--- src/rtl/lockdet_pkg.sv ---
package lockdet_pkg;

    // Scale between a relative error and its ppm value.
    localparam int unsigned PPM_UNIT = 1_000_000;

    // Outcome of one measurement window.
    typedef enum logic [1:0] {
        VERD_HOLD = 2'd0,
        VERD_LOSS = 2'd1,
        VERD_LOCK = 2'd2
    } verdict_e;

    typedef struct packed {
        logic     valid;
        verdict_e kind;
    } verdict_t;

    // Width needed to count up to n inclusive.
    function automatic int cnt_width(input int n);
        return $clog2(n + 1);
    endfunction

endpackage

--- src/rtl/lockdet_evcount.sv ---
module lockdet_evcount #(
    parameter int CNT_W = 13
) (
    input  logic             clk,
    input  logic             rst,
    input  logic             tick,
    input  logic             wrap,
    output logic [CNT_W-1:0] total
);
    logic [CNT_W-1:0] cnt;

    // Running total including the tick of the current cycle.
    assign total = cnt + {{(CNT_W-1){1'b0}}, tick};

    always_ff @(posedge clk) begin
        if (rst || wrap) begin
            cnt <= '0;
        end else begin
            cnt <= total;
        end
    end

    AST_NO_WRAP_SKIP: assert property (@(posedge clk) disable iff (rst)
        wrap |=> (cnt == '0)) else $error("counter did not restart");

endmodule

--- src/rtl/lockdet_window.sv ---
module lockdet_window #(
    parameter int WIN_LEN = 4096,
    parameter int CNT_W   = 13
) (
    input  logic             clk,
    input  logic             rst,
    input  logic             osc_tick,
    input  logic             data_tick,
    output logic             res_valid,
    output logic [CNT_W-1:0] res_osc,
    output logic [CNT_W-1:0] res_data
);
    localparam int WC_W = (WIN_LEN > 2) ? $clog2(WIN_LEN) : 1;
    localparam logic [WC_W-1:0] LAST = WC_W'(WIN_LEN - 1);

    logic [WC_W-1:0]  wcnt;
    logic             last;
    logic [1:0]       ticks;
    logic [CNT_W-1:0] totals [2];

    assign last  = (wcnt == LAST);
    assign ticks = {data_tick, osc_tick};

    always_ff @(posedge clk) begin
        if (rst || last) begin
            wcnt <= '0;
        end else begin
            wcnt <= wcnt + 1'b1;
        end
    end

    // One identical counter per side: index 0 oscillator, index 1 data.
    for (genvar g = 0; g < 2; g++) begin : g_side
        lockdet_evcount #(.CNT_W(CNT_W)) u_cnt (
            .clk   (clk),
            .rst   (rst),
            .tick  (ticks[g]),
            .wrap  (last),
            .total (totals[g])
        );
    end

    always_ff @(posedge clk) begin
        if (rst) begin
            res_valid <= 1'b0;
            res_osc   <= '0;
            res_data  <= '0;
        end else begin
            res_valid <= last;
            if (last) begin
                res_osc  <= totals[0];
                res_data <= totals[1];
            end
        end
    end

    AST_WIN_SPACING: assert property (@(posedge clk) disable iff (rst)
        res_valid |=> !res_valid) else $error("back-to-back window results");
    AST_COUNT_BOUND: assert property (@(posedge clk) disable iff (rst)
        res_valid |-> (res_osc <= CNT_W'(WIN_LEN) && res_data <= CNT_W'(WIN_LEN)))
        else $error("window count exceeds window length");

endmodule

--- src/rtl/lockdet_judge.sv ---
module lockdet_judge
    import lockdet_pkg::*;
#(
    parameter int CNT_W    = 13,
    parameter int LOSS_PPM = 1000,
    parameter int LOCK_PPM = 250
) (
    input  logic             clk,
    input  logic             rst,
    input  logic             res_valid,
    input  logic [CNT_W-1:0] res_osc,
    input  logic [CNT_W-1:0] res_data,
    output verdict_t         verdict
);
    // Products of a count with a ppm constant below 2^20.
    localparam int PW = CNT_W + 21;

    logic [CNT_W-1:0] diff;
    logic [PW-1:0]    err_scaled;
    logic [PW-1:0]    loss_lim;
    logic [PW-1:0]    lock_lim;
    logic             no_data;
    verdict_e         kind_d;

    assign diff       = (res_osc >= res_data) ? (res_osc - res_data)
                                              : (res_data - res_osc);
    assign err_scaled = PW'(diff) * PW'(PPM_UNIT);
    assign loss_lim   = PW'(res_data) * PW'(LOSS_PPM);
    assign lock_lim   = PW'(res_data) * PW'(LOCK_PPM);
    assign no_data    = (res_data == '0);

    always_comb begin
        if (no_data || err_scaled > loss_lim) begin
            kind_d = VERD_LOSS;
        end else if (err_scaled <= lock_lim) begin
            kind_d = VERD_LOCK;
        end else begin
            kind_d = VERD_HOLD;
        end
    end

    always_ff @(posedge clk) begin
        if (rst) begin
            verdict <= '{valid: 1'b0, kind: VERD_HOLD};
        end else begin
            verdict.valid <= res_valid;
            verdict.kind  <= res_valid ? kind_d : VERD_HOLD;
        end
    end

    AST_ZERO_DATA_LOSS: assert property (@(posedge clk) disable iff (rst)
        (res_valid && res_data == '0) |=> (verdict.valid && verdict.kind == VERD_LOSS))
        else $error("empty data window not judged as loss");
    AST_EQUAL_LOCKS: assert property (@(posedge clk) disable iff (rst)
        (res_valid && res_data != '0 && res_osc == res_data)
        |=> (verdict.kind == VERD_LOCK)) else $error("zero error not judged as lock");

endmodule

--- src/rtl/lockdet_state.sv ---
module lockdet_state
    import lockdet_pkg::*;
(
    input  logic     clk,
    input  logic     rst,
    input  verdict_t verdict,
    input  logic     static_lol,
    input  logic     lol_clr,
    output logic     live,
    output logic     lol_pin,
    output logic     fll_en
);
    logic live_d;
    logic sticky;
    logic clr_q;
    logic clr_fall;

    always_comb begin
        live_d = live;
        if (verdict.valid) begin
            case (verdict.kind)
                VERD_LOSS: live_d = 1'b1;
                VERD_LOCK: live_d = 1'b0;
                default:   live_d = live;
            endcase
        end
    end

    assign clr_fall = clr_q && !lol_clr;

    always_ff @(posedge clk) begin
        if (rst) begin
            live   <= 1'b1;
            sticky <= 1'b1;
            clr_q  <= 1'b0;
        end else begin
            live   <= live_d;
            sticky <= live_d || (sticky && !clr_fall);
            clr_q  <= lol_clr;
        end
    end

    assign lol_pin = static_lol ? sticky : live;
    assign fll_en  = live;

    AST_LOSS_SETS: assert property (@(posedge clk) disable iff (rst)
        (verdict.valid && verdict.kind == VERD_LOSS) |=> live)
        else $error("loss verdict ignored");
    AST_LOCK_CLEARS: assert property (@(posedge clk) disable iff (rst)
        (verdict.valid && verdict.kind == VERD_LOCK) |=> !live)
        else $error("lock verdict ignored");
    AST_HOLD_KEEPS: assert property (@(posedge clk) disable iff (rst)
        (!verdict.valid || verdict.kind == VERD_HOLD) |=> $stable(live))
        else $error("status moved without a decision");
    AST_ONLY_AT_WINDOW: assert property (@(posedge clk) disable iff (rst)
        !$stable(live) |-> $past(verdict.valid))
        else $error("status changed off a window boundary");
    AST_STICKY_FOLLOWS_LOSS: assert property (@(posedge clk) disable iff (rst)
        live |-> sticky) else $error("sticky flag missed a loss");
    AST_STICKY_HOLDS: assert property (@(posedge clk) disable iff (rst)
        (sticky && !(clr_q && !lol_clr)) |=> sticky)
        else $error("sticky flag dropped without a falling clear");

endmodule

--- src/rtl/freq_lock_monitor.sv ---
module freq_lock_monitor
    import lockdet_pkg::*;
#(
    parameter int WIN_LEN  = 4096,
    parameter int LOSS_PPM = 1000,
    parameter int LOCK_PPM = 250
) (
    input  logic clk,
    input  logic rst,
    input  logic osc_tick,
    input  logic data_tick,
    input  logic static_lol,
    input  logic lol_clr,
    output logic lol_pin,
    output logic lock_status,
    output logic fll_en
);
    localparam int CNT_W = cnt_width(WIN_LEN);

    logic             res_valid;
    logic [CNT_W-1:0] res_osc;
    logic [CNT_W-1:0] res_data;
    verdict_t         verdict;

    lockdet_window #(.WIN_LEN(WIN_LEN), .CNT_W(CNT_W)) u_window (
        .clk       (clk),
        .rst       (rst),
        .osc_tick  (osc_tick),
        .data_tick (data_tick),
        .res_valid (res_valid),
        .res_osc   (res_osc),
        .res_data  (res_data)
    );

    lockdet_judge #(.CNT_W(CNT_W), .LOSS_PPM(LOSS_PPM), .LOCK_PPM(LOCK_PPM)) u_judge (
        .clk       (clk),
        .rst       (rst),
        .res_valid (res_valid),
        .res_osc   (res_osc),
        .res_data  (res_data),
        .verdict   (verdict)
    );

    lockdet_state u_state (
        .clk        (clk),
        .rst        (rst),
        .verdict    (verdict),
        .static_lol (static_lol),
        .lol_clr    (lol_clr),
        .live       (lock_status),
        .lol_pin    (lol_pin),
        .fll_en     (fll_en)
    );

    AST_FLL_TRACKS: assert property (@(posedge clk) disable iff (rst)
        !$stable(lock_status) |-> !$stable(fll_en))
        else $error("acquisition enable out of step");
    AST_LIVE_PIN: assert property (@(posedge clk) disable iff (rst)
        (!static_lol) |-> (lol_pin == lock_status))
        else $error("pin differs from live status in live mode");

endmodule

--- config.mk ---
export PLATFORM = sky130hd
export DESIGN_NAME = freq_lock_monitor
export DESIGN_NICKNAME = d
export VERILOG_FILES = /design/src/rtl/lockdet_pkg.sv /design/src/rtl/lockdet_evcount.sv /design/src/rtl/lockdet_window.sv /design/src/rtl/lockdet_judge.sv /design/src/rtl/lockdet_state.sv /design/src/rtl/freq_lock_monitor.sv
export SDC_FILE = /design/constraint.sdc
export NUM_CORES = 1
export LEC_CHECK = 0
export ABC_AREA = 1
export BUFFER_PORTS_ARGS = -buffer_cell sky130_fd_sc_hd__buf_2
export CAP_MARGIN = 10
export CORE_ASPECT_RATIO = 0.6
export CORE_UTILIZATION = 60
export CTS_BUF_LIST = sky130_fd_sc_hd__clkbuf_8
export DETAILED_ROUTE_END_ITERATION = 6
export PLACE_DENSITY = 0.76
export SYNTH_ARGS = -nofsm -noshare
export SYNTH_HDL_FRONTEND = slang
export SYNTH_SLANG_ARGS = --single-unit
--- constraint.sdc ---
create_clock -name clk -period 9.6 [get_ports clk]
set_input_delay 0.48 -clock clk [delete_from_list [all_inputs] [get_ports clk]]
set_output_delay 0.48 -clock clk [all_outputs]
set_load 0.005 [all_outputs]
# Word-level counts from Yosys, hierarchy flattened
# Index checks and enable logic that the tools add are counted.
totals:
  wordCells: 43
  inputBits: 6
  output_inout_bits: 3
  ff_bits: 71
classes:
  muxes: 6
  n_reduce_logical: 10
  n_eq_ne: 3
  n_addsub: 5
  n_bitwise: 1
  multipliers: 3
  n_lt_le_gt_ge: 3
op_table:
  columns: ["cell", "n"]
  rows:
  - ["$mul A13 B7 Y20 const B", 2]
  - ["$gt A33 B23 Y1", 1]
  - ["$le A33 B21 Y1", 1]
  - ["$mul A13 B14 Y27 const B", 1]
  - ["$add A13 B1 Y13", 2]
  - ["$sub A13 B13 Y13", 2]
  - ["$ge A13 B13 Y1", 1]
  - ["$logic_not A13 Y1", 1]
  - ["$mux W13", 1]
  - ["$add A12 B1 Y12 const B", 1]
  - ["$eq A12 B12 Y1 const B", 1]
  - ["$logic_or A1 B1 Y1", 3]
  - ["$mux W1", 3]
  - ["$reduce_or A3 Y1", 1]
  - ["$eq A2 B1 Y1 const B", 1]
  - ["$eq A2 B2 Y1 const B", 1]
  - ["$logic_and A1 B1 Y1", 2]
  - ["$logic_not A1 Y1", 2]
  - ["$mux W2", 1]
  - ["$pmux W1 S2", 1]
  - ["$reduce_or A2 Y1", 1]
  - ["$not A1 Y1", 1]

# Depth between registers and ports, before layout
logic_depth:
  word_depth: 6
  mapped_depth: 42
  ltp_nobuf: 41

# Hierarchy
# Synthesis repeated with hierarchy kept, for this count alone.
hier_totals:
  hier_cells: 1404
  hier_area_um2: 10611.4
modules_own_cells:
  columns: ["module", "area_each_um2", "instances", "seq_area_each_um2", "cells_each"]
  rows:
  - ["lockdet_judge", 7551.0, 1, 60.1, 1004]
  - ["lockdet_window", 1584.0, 1, 780.7, 189]
  - ["lockdet_evcount", 663.1, 2, 260.2, 95]
  - ["lockdet_state", 150.1, 1, 60.1, 21]

# Worst setup path after synthesis
# Ideal clock, no wire load.
synth_path:
  kind: "reg2reg"
  startpoint: "register u_window.res_data[9]"
  endpoint: "register, netlist name u_judge.verdict[1]"
  required_ns: 9.530
  synth_period_minus_slack_ns: 7.076
  path_slack_ns: 2.524
  path_buffers: 2
  arrival_ns: 7.006
  stages_incl_launch_ff: 38
  setup_ns: 0.070
  path_cell_list: "dfxtp_1 > ha_1 > buf_4 > nand2_2 > nor2_2 > nand2_1 > nor2_1 > nor2_1 > nand3_4 > buf_4 > o21ai_0 > xor2_1 > inv_1 > fa_1 > fa_1 > inv_1 > ha_1 > fa_1 > [... 2 more ...] > inv_1 > ha_1 > nand2_1 > inv_1 > nand2_1 > inv_1 > o21ai_0 > nand2_1 > nor2_1 > xor2_1 > inv_1 > ha_1 > nand2_1 > nor3_1 > nand4_1 > a21oi_1 > nand3_1 > a21oi_1"
synth_via:
  elab_chain_cells: 6
  word_cells_on_any_way: 13
  classes_between: "add/sub: 2; mul: 3; order compare: 3; mux: 2; reduce/logical: 3"
synth_rtl:
  columns: ["element", "line_no", "rtl"]
  rows:
  - ["from (decl)", "lockdet_window.sv:11", "output logic [CNT_W-1:0] res_data"]
  - ["from (signal assigned)", "lockdet_window.sv:52", "res_data <= totals[1];"]
  - ["$sub A13 B13 Y13 (tied with other cells)", "lockdet_judge.sv:26", ": (res_data - res_osc);"]
  - ["$mux W13", "lockdet_judge.sv:25", "assign diff = (res_osc >= res_data) ? (res_osc - res_data)"]
  - ["$mul A13 B14 Y27", "lockdet_judge.sv:27", "assign err_scaled = PW'(diff) * PW'(PPM_UNIT);"]
  - ["$gt A33 B23 Y1", "lockdet_judge.sv:33", "if (no_data || err_scaled > loss_lim) begin"]
  - ["$logic_or A1 B1 Y1", "lockdet_judge.sv:33", null]
  - ["$reduce_or A3 Y1 (no source line)", null, null]
# Parallel ways exist; a longest one is shown, timed or not.
# A chain may end at the register's enable or synchronous reset.

# Final worst setup path
layout_path:
  startpoint: "register u_window.res_data[4]"
  endpoint: "register, netlist name u_judge.verdict[1]"
layout_via:
  elab_chain_cells: 6
  word_cells_on_any_way: 13
  classes_between: "add/sub: 2; mul: 3; order compare: 3; mux: 2; reduce/logical: 3"
layout_rtl:
  columns: ["element", "line_no"]
  rows:
  - ["$sub A13 B13 Y13 (tied with other cells)", "lockdet_judge.sv:26"]
  - ["$mux W13", "lockdet_judge.sv:25"]
  - ["$mul A13 B14 Y27", "lockdet_judge.sv:27"]
  - ["$gt A33 B23 Y1", "lockdet_judge.sv:33"]
  - ["$logic_or A1 B1 Y1", "lockdet_judge.sv:33"]
  - ["$reduce_or A3 Y1 (no source line)", null]
# Parallel ways exist; a longest one is shown, timed or not.

==> impl_results.md <==
- Status: complete, no violations
- Initial drt markers: around 850
- Hold crit path type: in2reg
- Number of flops mapped to enable cells by yosys: 0
- Synth warn: 0
- Comb pwr share: 0.023
- Drt first pass iters: 6
- Slowest CP cell: xor2_1
- Largest net degree at the start of global routing: 63
- Initial Utilization: 0.615
- Total grt overflow: 0
- Avg WL per Cell: ~17 um
- Gr usage total: 0.302
- Yosys top cell by area: ha_1
- RSZ-0062 raised after global routing: false
- Flop and latch count out of synthesis: 71
- Shortest period the worst path allows: ~8.2 ns
- Relative slew slack: 0.360
- Post-synthesis sequential area ratio: 0.142
- Crit path DAT: between 8 and 9 ns
- Nets: roughly 1600
- Clock transition at the registers of the reported paths: roughly 0.090 ns
- Cells after Synth: between 1000 and 1500
- Register area: around 1400 um2
- Filler cells: roughly 1400
- Measured slew at the worst slew-check pin: between 0.9 and 1 ns
- Post-CTS setup buffers: 0
- Synthesized Nets: roughly 1600
- CP max stage delay: 0.69 ns
- Final setup violation count: 0
- Reg2reg setup slack: approximately 1.4 ns
- Post-route antenna net violation count: 0
- Count of pins over their slew limit: 0
- Ant diodes: 0
- Pre-CTS setup slack: around 1.6 ns
- Vias: about 8300
- TNS Setup: 0 ns
- CTS tree: yes
- CTS buffer count: 9
- Asr flop ratio synth: 0
- Sequential power share: 0.530
- Vias in the first global route: approximately 7500
- Max Cap Viol: 0
- WP data required: ~10 ns
- Pwr dens: roughly 54 nW/um2
- Synth top area cells: ha_1 (25%), fa_1 (17%), dfxtp_1 (14%)
- Die W: around 170 um
- CTS Hold Buffers Added: 0
- Clock buffer depth: 2
- CTS Root Cell: clkbuf_8
- H-tree levels: 3
- WS Path Type: reg2reg
- Crit Path Max Fanout: 15
- Post-synthesis instance area: 10000 um2
- Setup crit start kind: flip-flop
- Routed WL: approximately 25000 um
- Clock Sink Count: ~70
- DIE AREA: approximately 17000 um2
- Core ar.: approximately 16000 um2
- Fraction of layout cells with a size suffix above 1: 0.0353
- Post-synth top cells: inv_1 (245), ha_1 (201), nand2_1 (183)
- Row cnt: 36
- Vias per Instance: between 5 and 6
- Chip Height: roughly 100 um
- First-pass GRT wire length: roughly 40000 um
- FMAX: about 120 MHz
- Fin cells: approximately 1500
- GPL Wtd Cong: ~0.98
- Main synth FF type: dfxtp_1
- Layout Area Growth over Synthesis: 4.34%
- Post-CTS Resized: 0
- Top-level I/O count: 9
- Share of the synthesized area in the top cell type: 0.252
- Most frequent cell after synthesis: inv_1
- Clock share of power: 0.446
- Clk Latency, worst-skew pair: approximately 0.36 ns
- Antenna violations before repair: 0
- Drt drc: 0
- Synth cell types: between 50 and 60
- Final Skew: 0.0155 ns
- Detailed placement HPWL: around 22000 um
- Power Total: 0.000564 W
- Max IR drop VDD: about 0.000060 V
- Fin. Hold Viols: 0
- Sw Share: 0.241
- P_leak: between 5 and 6 nW
- Final period util: 0.851
- Footprint of the multi-input gates: around 7500 um2
- NetSw: between 0.0001 and 0.00015 W
- Critical Path Sink Type: flip-flop
- Cell mode on critical path: inv_1
- Int Power: 0.000428 W
- Final Hold Slack: 0.366 ns
- I/O Buffers: 8
- Dpl cells: 1485
- Synthesized area per cell: 7.94 um2
- Post-route setup slack: roughly 1.4 ns
## sequential cells by signal, summed over array words and instances (netlist names)
name,cells
u_window.g_side.u_cnt.cnt,26
u_state.sticky,1
u_state.clr_q,1
u_window.res_data,13
u_judge.verdict,3
u_window.res_osc,13
u_window.wcnt,12
u_state.fll_en,1
u_window.res_valid,1
## power by group through the flow
stage / Combinational, W / Clock, W / Sequential [W]
floorplan: 0.0000120 / 0 / 0.000305
global placement: 0.0000129 / 0 / 0.000306
detailed placement: 0.0000130 / 0 / 0.000306
CTS: 0.0000132 / 0.000252 / 0.000299
global route: 0.0000154 / 0.000267 / 0.000299
finish: 0.0000132 / 0.000252 / 0.000299
## path summary, 6_finish.rpt
path / depth (start not counted) / to / start
max: 31 / u_judge.verdict[1] / u_window.res_data[4]
min: 2 / u_state.clr_q / rst
max reg2reg: 31 / u_judge.verdict[1] / u_window.res_data[4]
min reg2reg: 1 / u_window.wcnt[0] / u_window.wcnt[0]
## logic make-up (layout without fill, tap and decap cells)
kind of cell	after synthesis	count (layout)	share of synthesized area
flops	71	71	0.142
fa+ha+maj	286	286	0.422
xor+xnor	65	65	0.0569
simple gates	422	422	0.185
mux	1	1	0.00113
compound gates	156	156	0.0904
buf+inv	258	272	0.103
## critical path, delay by kind of cell, from the launching register on
family                   cells  cell delay [ns]
flip-flops                   1             0.60
AO/OA/AOI/OAI                5             1.08
XOR/XNOR                     2             0.91
buffers and inverters        6             0.61
adder cells (fa/ha/maj)      8             3.35
AND/OR/NAND/NOR             10             1.51
## per-stage QoR
stage                      util  instance area, um2
final                     0.642               10400
after global routing      0.642               10400
after CTS                 0.642               10400
after detailed placement  0.629               10200
after global placement    0.629               10200
after floorplan               -               10000
## per-layer routing
layer / part of all wire / track usage / wire [um]
met5: 0 / 0 / 0
met4: 0.0050 / 0.0280 / 124
met3: 0.098 / 0.0658 / 2460
met2: 0.36 / 0.388 / 9030
met1: 0.54 / 0.507 / 13400
## cell usage in the layout (no fill, tap or decap), types with 2 or more instances in the layout
cell type,netlist,final
xor2_1,44,44
inv_1,245,247
a21boi_0,2,2
nor3b_1,7,7
nand2_2,7,7
nand3b_1,3,3
nand2_1,183,183
clkbuf_8,0,10
nor2_1,114,114
nor3_1,8,8
or2_1,2,2
nor2_2,4,4
buf_2,0,8
a21oi_1,68,68
o21bai_1,2,2
a21o_1,5,5
clkinvlp_4,0,2
xnor2_1,21,21
ha_1,201,201
nand3_1,61,61
dfxtp_1,71,71
nand4_1,23,23
o21ai_1,2,2
fa_1,85,85
a2111oi_0,2,2
o22ai_1,25,25
and3b_1,2,2
a31oi_1,4,4
o21ai_0,32,32
o21a_1,3,3
o31ai_1,2,2
## cell type report
cell class | instances | share of cell area
well taps | 228 | 0.0273
clock buffers | 10 | 0.0132
flip-flops and latches | 71 | 0.136
inverters | 247 | 0.0891
multi-input cells | 930 | 0.724
repair buffers | 9 | 0.00456
clock inverters | 6 | 0.00588
Note: power is estimated with default switching activity, not from simulation.
